### src/rtl/devctl_pkg.sv
package devctl_pkg;

    // status bits {busy, done}
    typedef enum logic [1:0] {
        ST_IDLE = 2'b00,
        ST_DONE = 2'b01,
        ST_BUSY = 2'b10
    } dev_state_e;

    localparam logic [1:0] ERR_NONE     = 2'd0;
    localparam logic [1:0] ERR_NOT_IDLE = 2'd1;
    localparam logic [1:0] ERR_BAD_CMD  = 2'd2;

    localparam int CMD_START = 1;

endpackage

### src/rtl/devctl_seq.sv
module devctl_seq
    import devctl_pkg::*;
#(
    parameter int DW   = 16,
    parameter int CNTW = 8
) (
    input  logic            clk,
    input  logic            rst_n,
    input  logic            cmd_wr,
    input  logic [DW-1:0]   cmd_val,
    input  logic            data_wr,
    input  logic            stat_wr,
    input  logic            stat_ack,
    input  logic [CNTW-1:0] len_cfg,
    input  logic            dev_stall,
    output logic [1:0]      state_o,
    output logic [1:0]      err_o,
    output logic            irq_o,
    output logic            start_o,
    output logic [DW-1:0]   last_cmd_o
);

    typedef struct packed {
        dev_state_e      state;
        logic [CNTW-1:0] cnt;
        logic [1:0]      err;
        logic            irq;
        logic            start;
        logic [DW-1:0]   last_cmd;
    } seq_t;

    seq_t seq_d, seq_q;

    always_comb begin
        seq_d       = seq_q;
        seq_d.start = 1'b0;
        case (seq_q.state)
            ST_IDLE: begin
                if (cmd_wr) begin
                    if (cmd_val == DW'(CMD_START)) begin
                        seq_d.state    = ST_BUSY;
                        seq_d.cnt      = len_cfg;
                        seq_d.err      = ERR_NONE;
                        seq_d.start    = 1'b1;
                        seq_d.last_cmd = cmd_val;
                    end else begin
                        seq_d.err = ERR_BAD_CMD;
                    end
                end
            end
            ST_BUSY: begin
                if (cmd_wr || data_wr) begin
                    seq_d.err = ERR_NOT_IDLE;
                end
                if (!dev_stall) begin
                    if (seq_q.cnt == '0) begin
                        seq_d.state = ST_DONE;
                        seq_d.irq   = 1'b1;
                    end else begin
                        seq_d.cnt = seq_q.cnt - CNTW'(1);
                    end
                end
            end
            ST_DONE: begin
                if (cmd_wr || data_wr) begin
                    seq_d.err = ERR_NOT_IDLE;
                end
                if (stat_wr && stat_ack) begin
                    seq_d.state = ST_IDLE;
                    seq_d.irq   = 1'b0;
                end
            end
            default: begin
                seq_d.state = ST_IDLE;
                seq_d.irq   = 1'b0;
            end
        endcase
    end

    always_ff @(posedge clk) begin
        if (!rst_n) begin
            seq_q.state    <= ST_IDLE;
            seq_q.cnt      <= '0;
            seq_q.err      <= ERR_NONE;
            seq_q.irq      <= 1'b0;
            seq_q.start    <= 1'b0;
            seq_q.last_cmd <= '0;
        end else begin
            seq_q <= seq_d;
        end
    end

    assign state_o    = seq_q.state;
    assign err_o      = seq_q.err;
    assign irq_o      = seq_q.irq;
    assign start_o    = seq_q.start;
    assign last_cmd_o = seq_q.last_cmd;

endmodule

### src/rtl/devctl_regs.sv
module devctl_regs #(
    parameter int DW     = 16,
    parameter int N_DATA = 4,
    parameter int CNTW   = 8,
    parameter int IDXW   = 2
) (
    input  logic                       clk,
    input  logic                       rst_n,
    input  logic                       data_we,
    input  logic [IDXW-1:0]            data_idx,
    input  logic                       len_we,
    input  logic [DW-1:0]              wdata,
    output logic [N_DATA-1:0][DW-1:0]  words_o,
    output logic [CNTW-1:0]            len_o
);

    typedef struct packed {
        logic [N_DATA-1:0][DW-1:0] words;
        logic [CNTW-1:0]           len;
    } regs_t;

    regs_t regs_d, regs_q;
    logic [N_DATA-1:0] word_we;

    for (genvar g = 0; g < N_DATA; g++) begin : g_word_sel
        assign word_we[g] = data_we && (data_idx == IDXW'(g));
    end

    always_comb begin
        regs_d = regs_q;
        for (int i = 0; i < N_DATA; i++) begin
            if (word_we[i]) begin
                regs_d.words[i] = wdata;
            end
        end
        if (len_we) begin
            regs_d.len = wdata[CNTW-1:0];
        end
    end

    always_ff @(posedge clk) begin
        if (!rst_n) begin
            regs_q <= '0;
        end else begin
            regs_q <= regs_d;
        end
    end

    assign words_o = regs_q.words;
    assign len_o   = regs_q.len;

endmodule

### src/rtl/devctl_rdmux.sv
module devctl_rdmux #(
    parameter int DW     = 16,
    parameter int AW     = 4,
    parameter int N_DATA = 4,
    parameter int CNTW   = 8
) (
    input  logic [AW-1:0]              addr,
    input  logic [1:0]                 state,
    input  logic [1:0]                 err,
    input  logic [DW-1:0]              last_cmd,
    input  logic [N_DATA-1:0][DW-1:0]  words,
    input  logic [CNTW-1:0]            len,
    output logic [DW-1:0]              rdata
);

    localparam int LEN_OFS = 2 + N_DATA;

    always_comb begin
        rdata = '0;
        if (addr == AW'(0)) begin
            rdata = last_cmd;
        end else if (addr == AW'(1)) begin
            rdata[3:0] = {err, state};
        end else if (addr == AW'(LEN_OFS)) begin
            rdata[CNTW-1:0] = len;
        end else begin
            for (int i = 0; i < N_DATA; i++) begin
                if (addr == AW'(2 + i)) begin
                    rdata = words[i];
                end
            end
        end
    end

endmodule

### src/rtl/devctl_top.sv
module devctl_top #(
    parameter int DW     = 16,
    parameter int AW     = 4,
    parameter int N_DATA = 4,
    parameter int CNTW   = 8
) (
    input  logic          clk,
    input  logic          rst_n,
    input  logic          bus_wr,
    input  logic [AW-1:0] bus_addr,
    input  logic [DW-1:0] bus_wdata,
    output logic [DW-1:0] bus_rdata,
    input  logic          dev_stall,
    output logic          irq_pending,
    output logic          dev_active,
    output logic          dev_start,
    output logic [DW-1:0] dev_word
);

    localparam int LEN_OFS = 2 + N_DATA;
    localparam int IDXW    = (N_DATA > 1) ? $clog2(N_DATA) : 1;

    logic                      sel_cmd, sel_stat, sel_data, sel_len;
    logic [IDXW-1:0]           data_idx;
    logic [AW-1:0]             data_ofs;
    logic [1:0]                st_w, err_w;
    logic [DW-1:0]             last_cmd_w;
    logic [N_DATA-1:0][DW-1:0] words_w;
    logic [CNTW-1:0]           len_w;
    logic                      idle_w;

    assign sel_cmd  = (bus_addr == AW'(0));
    assign sel_stat = (bus_addr == AW'(1));
    assign sel_len  = (bus_addr == AW'(LEN_OFS));
    assign sel_data = (bus_addr >= AW'(2)) && (bus_addr < AW'(LEN_OFS));
    assign data_ofs = bus_addr - AW'(2);
    assign data_idx = data_ofs[IDXW-1:0];
    assign idle_w   = (st_w == 2'b00);

    devctl_seq #(.DW(DW), .CNTW(CNTW)) i_seq (
        .clk        (clk),
        .rst_n      (rst_n),
        .cmd_wr     (bus_wr && sel_cmd),
        .cmd_val    (bus_wdata),
        .data_wr    (bus_wr && sel_data),
        .stat_wr    (bus_wr && sel_stat),
        .stat_ack   (bus_wdata[0]),
        .len_cfg    (len_w),
        .dev_stall  (dev_stall),
        .state_o    (st_w),
        .err_o      (err_w),
        .irq_o      (irq_pending),
        .start_o    (dev_start),
        .last_cmd_o (last_cmd_w)
    );

    devctl_regs #(.DW(DW), .N_DATA(N_DATA), .CNTW(CNTW), .IDXW(IDXW)) i_regs (
        .clk      (clk),
        .rst_n    (rst_n),
        .data_we  (bus_wr && sel_data && idle_w),
        .data_idx (data_idx),
        .len_we   (bus_wr && sel_len),
        .wdata    (bus_wdata),
        .words_o  (words_w),
        .len_o    (len_w)
    );

    devctl_rdmux #(.DW(DW), .AW(AW), .N_DATA(N_DATA), .CNTW(CNTW)) i_rdmux (
        .addr     (bus_addr),
        .state    (st_w),
        .err      (err_w),
        .last_cmd (last_cmd_w),
        .words    (words_w),
        .len      (len_w),
        .rdata    (bus_rdata)
    );

    assign dev_active = st_w[1];
    assign dev_word   = words_w[0];

endmodule

### config.mk
export PLATFORM = sky130hd
export DESIGN_NAME = devctl_top
export DESIGN_NICKNAME = d
export VERILOG_FILES = /design/src/rtl/devctl_pkg.sv /design/src/rtl/devctl_seq.sv /design/src/rtl/devctl_regs.sv /design/src/rtl/devctl_rdmux.sv /design/src/rtl/devctl_top.sv
export SDC_FILE = /design/constraint.sdc
export NUM_CORES = 1
export LEC_CHECK = 0
export BUFFER_PORTS_ARGS = -buffer_cell sky130_fd_sc_hd__buf_4
export CORE_MARGIN = 3
export CORE_UTILIZATION = 60
export CTS_BUF_LIST = sky130_fd_sc_hd__clkbuf_8
export DETAILED_ROUTE_END_ITERATION = 6
export PLACE_DENSITY = 0.81
export SETUP_SLACK_MARGIN = 0.15
export SLEW_MARGIN = 10
export SYNTH_ARGS = -nofsm -noshare
export SYNTH_HDL_FRONTEND = slang
export SYNTH_HIERARCHICAL = 1
export SYNTH_SLANG_ARGS = --single-unit
### constraint.sdc
create_clock -name clk -period 6.3 [get_ports clk]
set_input_delay 1.575 -clock clk [delete_from_list [all_inputs] [get_ports clk]]
set_output_delay 1.575 -clock clk [all_outputs]
set_load 0.02 [all_outputs]
; ---- Word-level counts from Yosys, hierarchy flattened
; Cells that the tools add are included.
[totals]
regBits = 102
input_bits = 24
output_inout_bits = 35
wordCells = 85
[classes]
add_sub_neg = 2
order_cmp = 2
eq_ne = 19
muxes = 25
bitwise = 1
reduce_logical = 25
[op_table]
columns = cell, n
row1 = 16-bit two-way mux, 5
row2 = 12-bit two-way mux, 2
row3 = 8-bit two-way mux, 3
row4 = 10-bit two-way mux, 2
row5 = 17-bit two-way mux, 1
row6 = "16-bit by 1-bit == test with 1-bit output, second input constant", 1
row7 = 8-bit case mux with 2 select lines, 1
row8 = "4-bit by 3-bit == test with 1-bit output, second input constant", 3
row9 = 1-bit logical AND, 11
row10 = "2-bit by 1-bit != test with 1-bit output, second input constant", 5
row11 = 5-bit AND reduction, 2
row12 = 3-bit AND reduction, 3
row13 = "4-bit by 2-bit == test with 1-bit output, second input constant", 2
row14 = 8-bit zero test, 1
row15 = 2-bit two-way mux, 4
row16 = "8-bit by 1-bit subtractor with 8-bit output, second input constant", 1
row17 = "2-bit == test, second input constant", 3
row18 = 2-bit case mux with 3 select lines, 1
row19 = "2-bit by 1-bit == test with 1-bit output, second input constant", 2
row20 = "4-bit by 1-bit == test with 1-bit output, second input constant", 1
row21 = "4-bit by 2-bit greater-or-equal comparator with 1-bit output, second input constant", 1
row22 = 2-bit zero test, 2
row23 = 4-bit zero test, 1
row24 = "4-bit by 3-bit less-than comparator with 1-bit output, second input constant", 1
row25 = other kinds (11), 15

; ---- Depth between registers and ports, before layout
; Gate-level depths: netlist of the first run.
[depth]
ltp_word = 8
ltp_mapped = 7
depth_no_buf = 7

; ---- Cells and area by module
; Netlist of the first run, hierarchy kept.
[modules_own_cells]
columns = module, n_inst, cells_each, area_per_inst_um2, seq_area_each_um2
row1 = devctl_regs, 1, 254, 2672.6, 1441.4
row2 = devctl_seq, 1, 162, 1545.2, 600.6
row3 = devctl_rdmux, 1, 148, 985.9, 0.0
row4 = devctl_top, 1, 9, 66.3, 0.0

; ---- Worst setup path before layout of the first run
; Ideal clock, no wire load.
[synth_path]
path_type = input to output
start = in bus_addr[0]
end = out bus_rdata[4]
arrival_ns = 2.591
required_ns = 4.725
setup_slack_ns = 2.134
stages = 5
n_path_buf = 2
cell_sequence = buf_6 -> buf_2 -> nor4b_1 -> a31oi_1 -> a31oi_1
[synth_between]
elab_chain_len = 8
word_cells_on_any_way = 14
cone_classes = eq/ne: 6 / mux: 7 / reduce/logical: 1
[synth_lines]
columns = element, line_no
row1 = start: declaration, devctl_top.sv:10  ; input logic [AW-1:0] bus_addr,
row2 = 4-bit by 2-bit == test with 1-bit output, devctl_rdmux.sv:28  ; if (addr == AW'(2 + i)) begin
row3 = 16-bit two-way mux (4 in a row), devctl_rdmux.sv:28
row4 = 8-bit two-way mux, devctl_rdmux.sv:24  ; end else if (addr == AW'(LEN_OFS)) begin
row5 = 12-bit two-way mux, devctl_rdmux.sv:22  ; end else if (addr == AW'(1)) begin
row6 = 16-bit two-way mux *, devctl_rdmux.sv:20  ; if (addr == AW'(0)) begin
row7 = end: declaration, devctl_top.sv:12  ; output logic [DW-1:0] bus_rdata,
; Every way passes the cells marked *; elsewhere a longest branch is shown, timed or not.

; ---- Final worst setup path of the first run
[layout_path]
start = in bus_addr[2]
end = out bus_rdata[0]
[layout_between]
elab_chain_len = 8
word_cells_on_any_way = 14
cone_classes = eq/ne: 6 / mux: 7 / reduce/logical: 1
[layout_lines]
columns = element, line_no
row1 = 4-bit by 2-bit == test with 1-bit output, devctl_rdmux.sv:28
row2 = 16-bit two-way mux (4 in a row), devctl_rdmux.sv:28
row3 = 8-bit two-way mux, devctl_rdmux.sv:24
row4 = 4-bit two-way mux, devctl_rdmux.sv:22
row5 = 16-bit two-way mux *, devctl_rdmux.sv:20
; Marked as above.

==> flow_summary_export.csv, run 1 <==
group,metric,value,unit
cells_and_area,synthToLayoutAreaGrowth,6.20,%
power_and_ir_drop,p_int,841,uW
sta,timing.final.ws_setup,1.43,ns
floorplan,die_area,0.00994,sq mm
detailed_routing,drc,0,
synthesis,synthArstFlopShare,0,
sta,maxClockFrequency,0.205,GHz
sta,finalCritPeriodShare,0.773,
synthesis,netlist.top_cell.by_area,"dfxtp_1",
clock_tree,post_cts_resized,0,
power_and_ir_drop,power_frac_comb,0.100,
sta,max_slew_margin,0.154,
synthesis,synth.ff_latch_count,102,
global_routing,grt_util_met1,0.344,
floorplan,start_util,0.629,
sta,skew,0.00648,ns
sta,setup_viol,0,
power_and_ir_drop,ir_drop,131,uV
place,placedCellCount,680,
power_and_ir_drop,p_sw_frac,0.274,
sta,slew_viol_final,0,
synthesis,synthFlopType,"dfxtp_1",
cells_and_area,fin_cells,696,
sta,rsz0062_at_grt,"false",
detailed_routing,drt-total-wl,12300,um
cells_and_area,final_cell_mix,"nand2_1 (125), dfxtp_1 (102), mux2i_1 (82), buf_4 (60), a21oi_1 (24)",
synthesis,synth-seq-area-share,0.387,
setup_path,path_cells,"buf_4, nor2b_1, a221oi_1, o22ai_1, buf_4",
synthesis,synthCells,573,
clock_tree,cts_hold_buf,0,
status,status,"completed",
cells_and_area,drive_gt1_frac,0.191,
floorplan,die_h,99.7,um
synthesis,synth_nets,603,
cells_and_area,final_common_cell,"nand2_1",
floorplan,rows,33,
power_and_ir_drop,powerDensity,207,mW/mm^2
power_and_ir_drop,seqPwrFrac,0.566,
power_and_ir_drop,finalPower,1.16,mW
synthesis,synth_area,0.00527,sq mm
sta,hold_ws,0.468,ns
clock_tree,cts.sinks,102,
floorplan,coreArea,0.00838,sq mm
clock_tree,cts_max_level,3,
setup_path,crit_path_end_kind,"output pin",
detailed_routing,viasPerCell,6.01,
place,hpwl,8580,um
detailed_routing,drt-initial-drc-count,293,
global_routing,grt_max_degree,60,
worst_hold_path,hp-class,"reg2reg",
setup_path,startpoint_type,"input port",
setup_path,r2r_start,"i_seq/state_o[1]$_SDFFE_PN0P_",
clock_tree,cts_buffers,9,
setup_path,path_buf_inv,2,
sta,setup_tns,0,ns
clock_tree,clockBufferDepth,2,
setup_path,critical_path.top_delay_family,"simple AND/OR/NAND/NOR gates",
global_routing,grt_pass1_wl,19800,um
worst_hold_path,hold_path_startpoint,"i_regs/words_o[27]$_SDFFE_PN0P_",
sta,fin_crit,4.87,ns
detailed_routing,wl_per_cell,17.7,um
place,place_congestion,0.932,
clock_tree,cts.clk_slew.worst_paths,0.11,ns
place,io_buffers,58,
setup_path,crit_slowest_cell,"nor2b_1",
synthesis,netlist.area_leader.share,0.387,
floorplan,die_x,99.7,um
cells_and_area,fin_util,0.668,
global_routing,antenna_found_initial,0,
detailed_routing,ant_nets,0,
synthesis,synth_area_leaders,"dfxtp_1 (39%), mux2i_1 (16%), nand2_1 (8.9%)",
synthesis,syn_area_per_cell,9.20,sq um
synthesis,synth_warnings,6,
setup_path,cp_max_fo,31,
power_and_ir_drop,pwr-share-clk,0.335,
setup_path,required,4.72,ns
setup_path,crit_top_cell,"buf_4",
synthesis,ys_types,61,
floorplan,io_pins,59,
global_routing,grtUsageMet3,0.0435,
place,place_ws,1.48,ns
power_and_ir_drop,power.switching,318,uW
global_routing,gr-total-overflow,0,
sta,hold_viol_final,0,
cells_and_area,final_nets,616,
clock_tree,cts-root-buf,"clkbuf_8",
setup_path,max_stage_delay,0.78,ns
clock_tree,cts_setup_buffers,0,
global_routing,grt_pass1_vias,3906,
sta,tightest_slew,1.27,ns
detailed_routing,vias,4180,
clock_tree,clk_latency,0.36,ns
global_routing,met2_usage,0.396,
setup_path,critical_path.startpoint,"bus_addr[2]",
setup_path,path_class,"in2out",
synthesis,synth_edf_count,0,
global_routing,grt_busiest_layer,"met2",
place,placed_area,0.00542,sq mm
flow_run,drv_cap,0,
detailed_routing,first_pass_iters,6,
cells_and_area,stdcell_area,0.00560,sq mm
power_and_ir_drop,p_leak,2.42,nW
global_routing,grt_usage,0.248,
setup_path,cp.arrival,3.30,ns
cells_and_area,n_antenna_cell,0,
clock_tree,cts_tree,"built",
## state kept, by name, indices dropped and copies added (netlist names)
signal            count
i_regs/len_o          8
i_regs/words_o       64
i_seq/err_o           2
i_seq/irq_o           1
i_seq/last_cmd_o     16
i_seq/seq_q           8
i_seq/start_o         1
i_seq/state_o         2
## cells in the mapped netlist (2+ instances only)
master / number
o21ai_0: 19
a22oi_1: 2
inv_1: 8
clkbuf_2: 2
nand2_1: 125
a221oi_1: 4
nand2b_1: 4
o31ai_2: 8
mux2i_1: 82
xnor2_1: 6
nor4b_1: 6
a22o_1: 8
a31oi_1: 8
mux2_2: 8
o22ai_1: 4
a31o_2: 2
nor3_1: 2
dfxtp_1: 102
nor2b_1: 19
buf_6: 13
nand3b_1: 2
buf_4: 26
nor4_2: 2
a21oi_1: 24
nor2_2: 3
a21o_1: 2
buf_2: 8
and2_1: 16
o211ai_1: 6
ha_1: 6
nor2_1: 7
o21a_1: 2
nor4_1: 4
clkbuf_1: 6
## metal layers
metal / up-vias / part of all wire
met2: 180 / 0.47
met4: 0 / 0.013
met3: 20 / 0.073
met1: 1994 / 0.44
li1: 1986 / -
met5: - / 0
## path summary, 6_finish.rpt
kind	end	cells past startpoint	slack [ns]
setup / recovery	bus_rdata[0]	5	1.43
hold reg to reg	i_regs/words_o[27]$_SDFFE_PN0P_	2	0.47
setup reg to reg	i_seq/seq_q[20]$_SDFFE_PN0P_	5	3.71
hold / removal	i_regs/words_o[27]$_SDFFE_PN0P_	2	0.47
## power by group through the flow
stage                     registers, mW  logic (mW)  clock network [mW]
after global routing              0.656       0.124               0.416
after global placement            0.670       0.110                   0
after CTS                         0.655       0.114               0.390
final                             0.656       0.115               0.388
after detailed placement          0.670       0.113                   0
after floorplan                   0.671      0.0785                   0
## logic make-up (layout without fill, tap and decap cells)
kind of cell,count (synthesis),count (layout),synth area share
simple gates,205,205,0.195
flops,102,102,0.387
compound gates,97,97,0.130
mux,90,90,0.173
buf+inv,67,85,0.0900
fa+ha+maj,6,6,0.0142
xor+xnor,6,6,0.00997
## worst reg2reg max path, cell delays in order, from the launching register on
cell     delay (ns)
dfxtp_1        0.46
ha_1           0.67
or2b_1         0.29
o22a_2         0.25
or2_1          0.36
o311a_2        0.45
## area by class of cell
| cell class | count | area [sq um] |
|---|---|---|
| clock inverter | 7 | 55.1 |
| inverter | 9 | 33.8 |
| sequential | 102 | 2040 |
| tap | 105 | 131 |
| clock buffer | 9 | 124 |
| timing repair buffer | 60 | 450 |
| fill | 682 | 2790 |
| multi-input combinational | 404 | 2760 |
Power figures use the tool's default switching activity.
==> run 2: changes to the inputs <==
- clock period: 6.3 -> 4.6 ns (I/O delays scaled with it)
==> flow_summary_export.csv, run 2 (same netlist as run 1, synthesis figures left out) <==
group,metric,value,unit
status,status,"completed",
clock_tree,cts-root-buf,"clkbuf_8",
clock_tree,clockBufferDepth,2,
place,io_buffers,58,
clock_tree,cts_hold_buf,0,
power_and_ir_drop,p_leak,2.45,nW
cells_and_area,n_antenna_cell,0,
detailed_routing,ant_nets,0,
global_routing,grt_usage,0.260,
setup_path,critical_path.startpoint,"bus_addr[0]",
global_routing,grt_pass1_vias,3993,
setup_path,r2r_start,"i_seq/state_o[1]$_SDFFE_PN0P_",
floorplan,coreArea,0.00838,sq mm
clock_tree,cts.sinks,102,
detailed_routing,drc,0,
floorplan,die_h,99.7,um
detailed_routing,viasPerCell,5.93,
sta,tightest_slew,0.966,ns
sta,max_slew_margin,0.354,
detailed_routing,wl_per_cell,18.1,um
global_routing,antenna_found_initial,0,
place,place_congestion,0.845,
sta,maxClockFrequency,0.262,GHz
power_and_ir_drop,powerDensity,283,mW/mm^2
sta,slew_viol_final,0,
floorplan,die_area,0.00994,sq mm
sta,fin_crit,3.81,ns
setup_path,startpoint_type,"input port",
setup_path,path_class,"in2out",
global_routing,grt_max_degree,69,
worst_hold_path,hold_path_startpoint,"i_regs/words_o[35]$_SDFFE_PN0P_",
sta,skew,0.00890,ns
place,placedCellCount,685,
clock_tree,clk_latency,0.37,ns
floorplan,start_util,0.629,
setup_path,crit_path_end_kind,"output pin",
clock_tree,cts_setup_buffers,0,
cells_and_area,synthToLayoutAreaGrowth,6.93,%
clock_tree,cts_tree,"built",
cells_and_area,final_nets,621,
floorplan,rows,33,
cells_and_area,final_common_cell,"nand2_1",
cells_and_area,fin_cells,701,
cells_and_area,largest_reg_flops,64,
place,hpwl,8910,um
detailed_routing,drt-initial-drc-count,351,
clock_tree,cts_max_level,3,
detailed_routing,vias,4160,
global_routing,gr-total-overflow,0,
flow_run,drv_cap,0,
sta,rsz0062_at_grt,"false",
sta,setup_viol,0,
setup_path,cp_max_fo,32,
setup_path,required,3.45,ns
cells_and_area,drive_gt1_frac,0.198,
sta,finalCritPeriodShare,0.829,
clock_tree,cts.clk_slew.worst_paths,0.09,ns
detailed_routing,first_pass_iters,5,
clock_tree,cts_buffers,9,
detailed_routing,drt-total-wl,12700,um
sta,setup_tns,0,ns
setup_path,cp.arrival,2.66,ns
clock_tree,post_cts_resized,0,
power_and_ir_drop,ir_drop,204,uV
global_routing,grt_pass1_wl,20700,um
floorplan,io_pins,59,
cells_and_area,final_cell_mix,"nand2_1 (125), dfxtp_1 (102), mux2i_1 (82), buf_4 (65), a21oi_1 (24)",
sta,hold_viol_final,0,
floorplan,die_x,99.7,um
worst_hold_path,hp-class,"reg2reg",
## run 2: cell count changes in the layout (fill, tap and decap cells not counted)
cell	change
buf_4	+5
clkinv_4	+2
clkinvlp_4	-2
inv_6	-2
clkinv_2	+1
inv_8	+1
## run 2: where the power goes
| part | internal [mW] | switching [mW] | total (mW) |
|---|---|---|---|
| combinational | 0.0571 | 0.103 | 0.160 |
| clock | 0.205 | 0.330 | 0.534 |
| sequential | 0.892 | 0.00612 | 0.898 |
| total | 1.15 | 0.439 | 1.59 |
## run 2: path summary, 6_finish.rpt
check                                     to  depth (start not counted)  slack, ns
max                             bus_rdata[8]                          6       0.79
min          i_regs/words_o[35]$_SDFFE_PN0P_                          2       0.47
max reg2reg     i_seq/seq_q[20]$_SDFFE_PN0P_                          5       1.97
min reg2reg  i_regs/words_o[35]$_SDFFE_PN0P_                          2       0.47
## run 2: worst max-delay path: stages
cell and delay (ns):
buf_4 0.31, nor2b_1 0.12, nor2b_1 0.49, a21oi_1 0.14
o31ai_2 0.25, buf_4 0.18
## run 2: final cells by class
| cell class | count | area (sq um) |
|---|---|---|
| clock buffers | 9 | 124 |
| clock inverters | 7 | 56.3 |
| fillers | 716 | 2750 |
| inverters | 9 | 33.8 |
| multi-input cells | 404 | 2760 |
| flip-flops and latches | 102 | 2040 |
| well taps | 105 | 131 |
| repair buffers | 65 | 488 |
## run 2: layer usage
metal	share of wire	wire length, um	GRT usage	vias up
met3	0.066	838	0.0603	19
li1	-	-	-	2002
met2	0.48	6040	0.411	144
met4	0.015	193	0.0693	0
met1	0.44	5590	0.356	1995
met5	0	0	0	-
## run 2: metrics by stage
step | utilization | setup WS, ns | area [sq um] | power (mW) | hold WS [ns]
5_1_grt | 0.672 | 0.689 | 5640 | 1.65 | 0.487
4_1_cts | 0.672 | 0.821 | 5640 | 1.60 | 0.465
2_1_floorplan | - | 1.28 | 5270 | 1.03 | 0.431
6_report | 0.672 | 0.787 | 5640 | 1.59 | 0.467
3_5_place_dp | 0.651 | 0.826 | 5460 | 1.08 | 0.448
3_3_place_gp | 0.651 | 0.895 | 5460 | 1.07 | 0.441
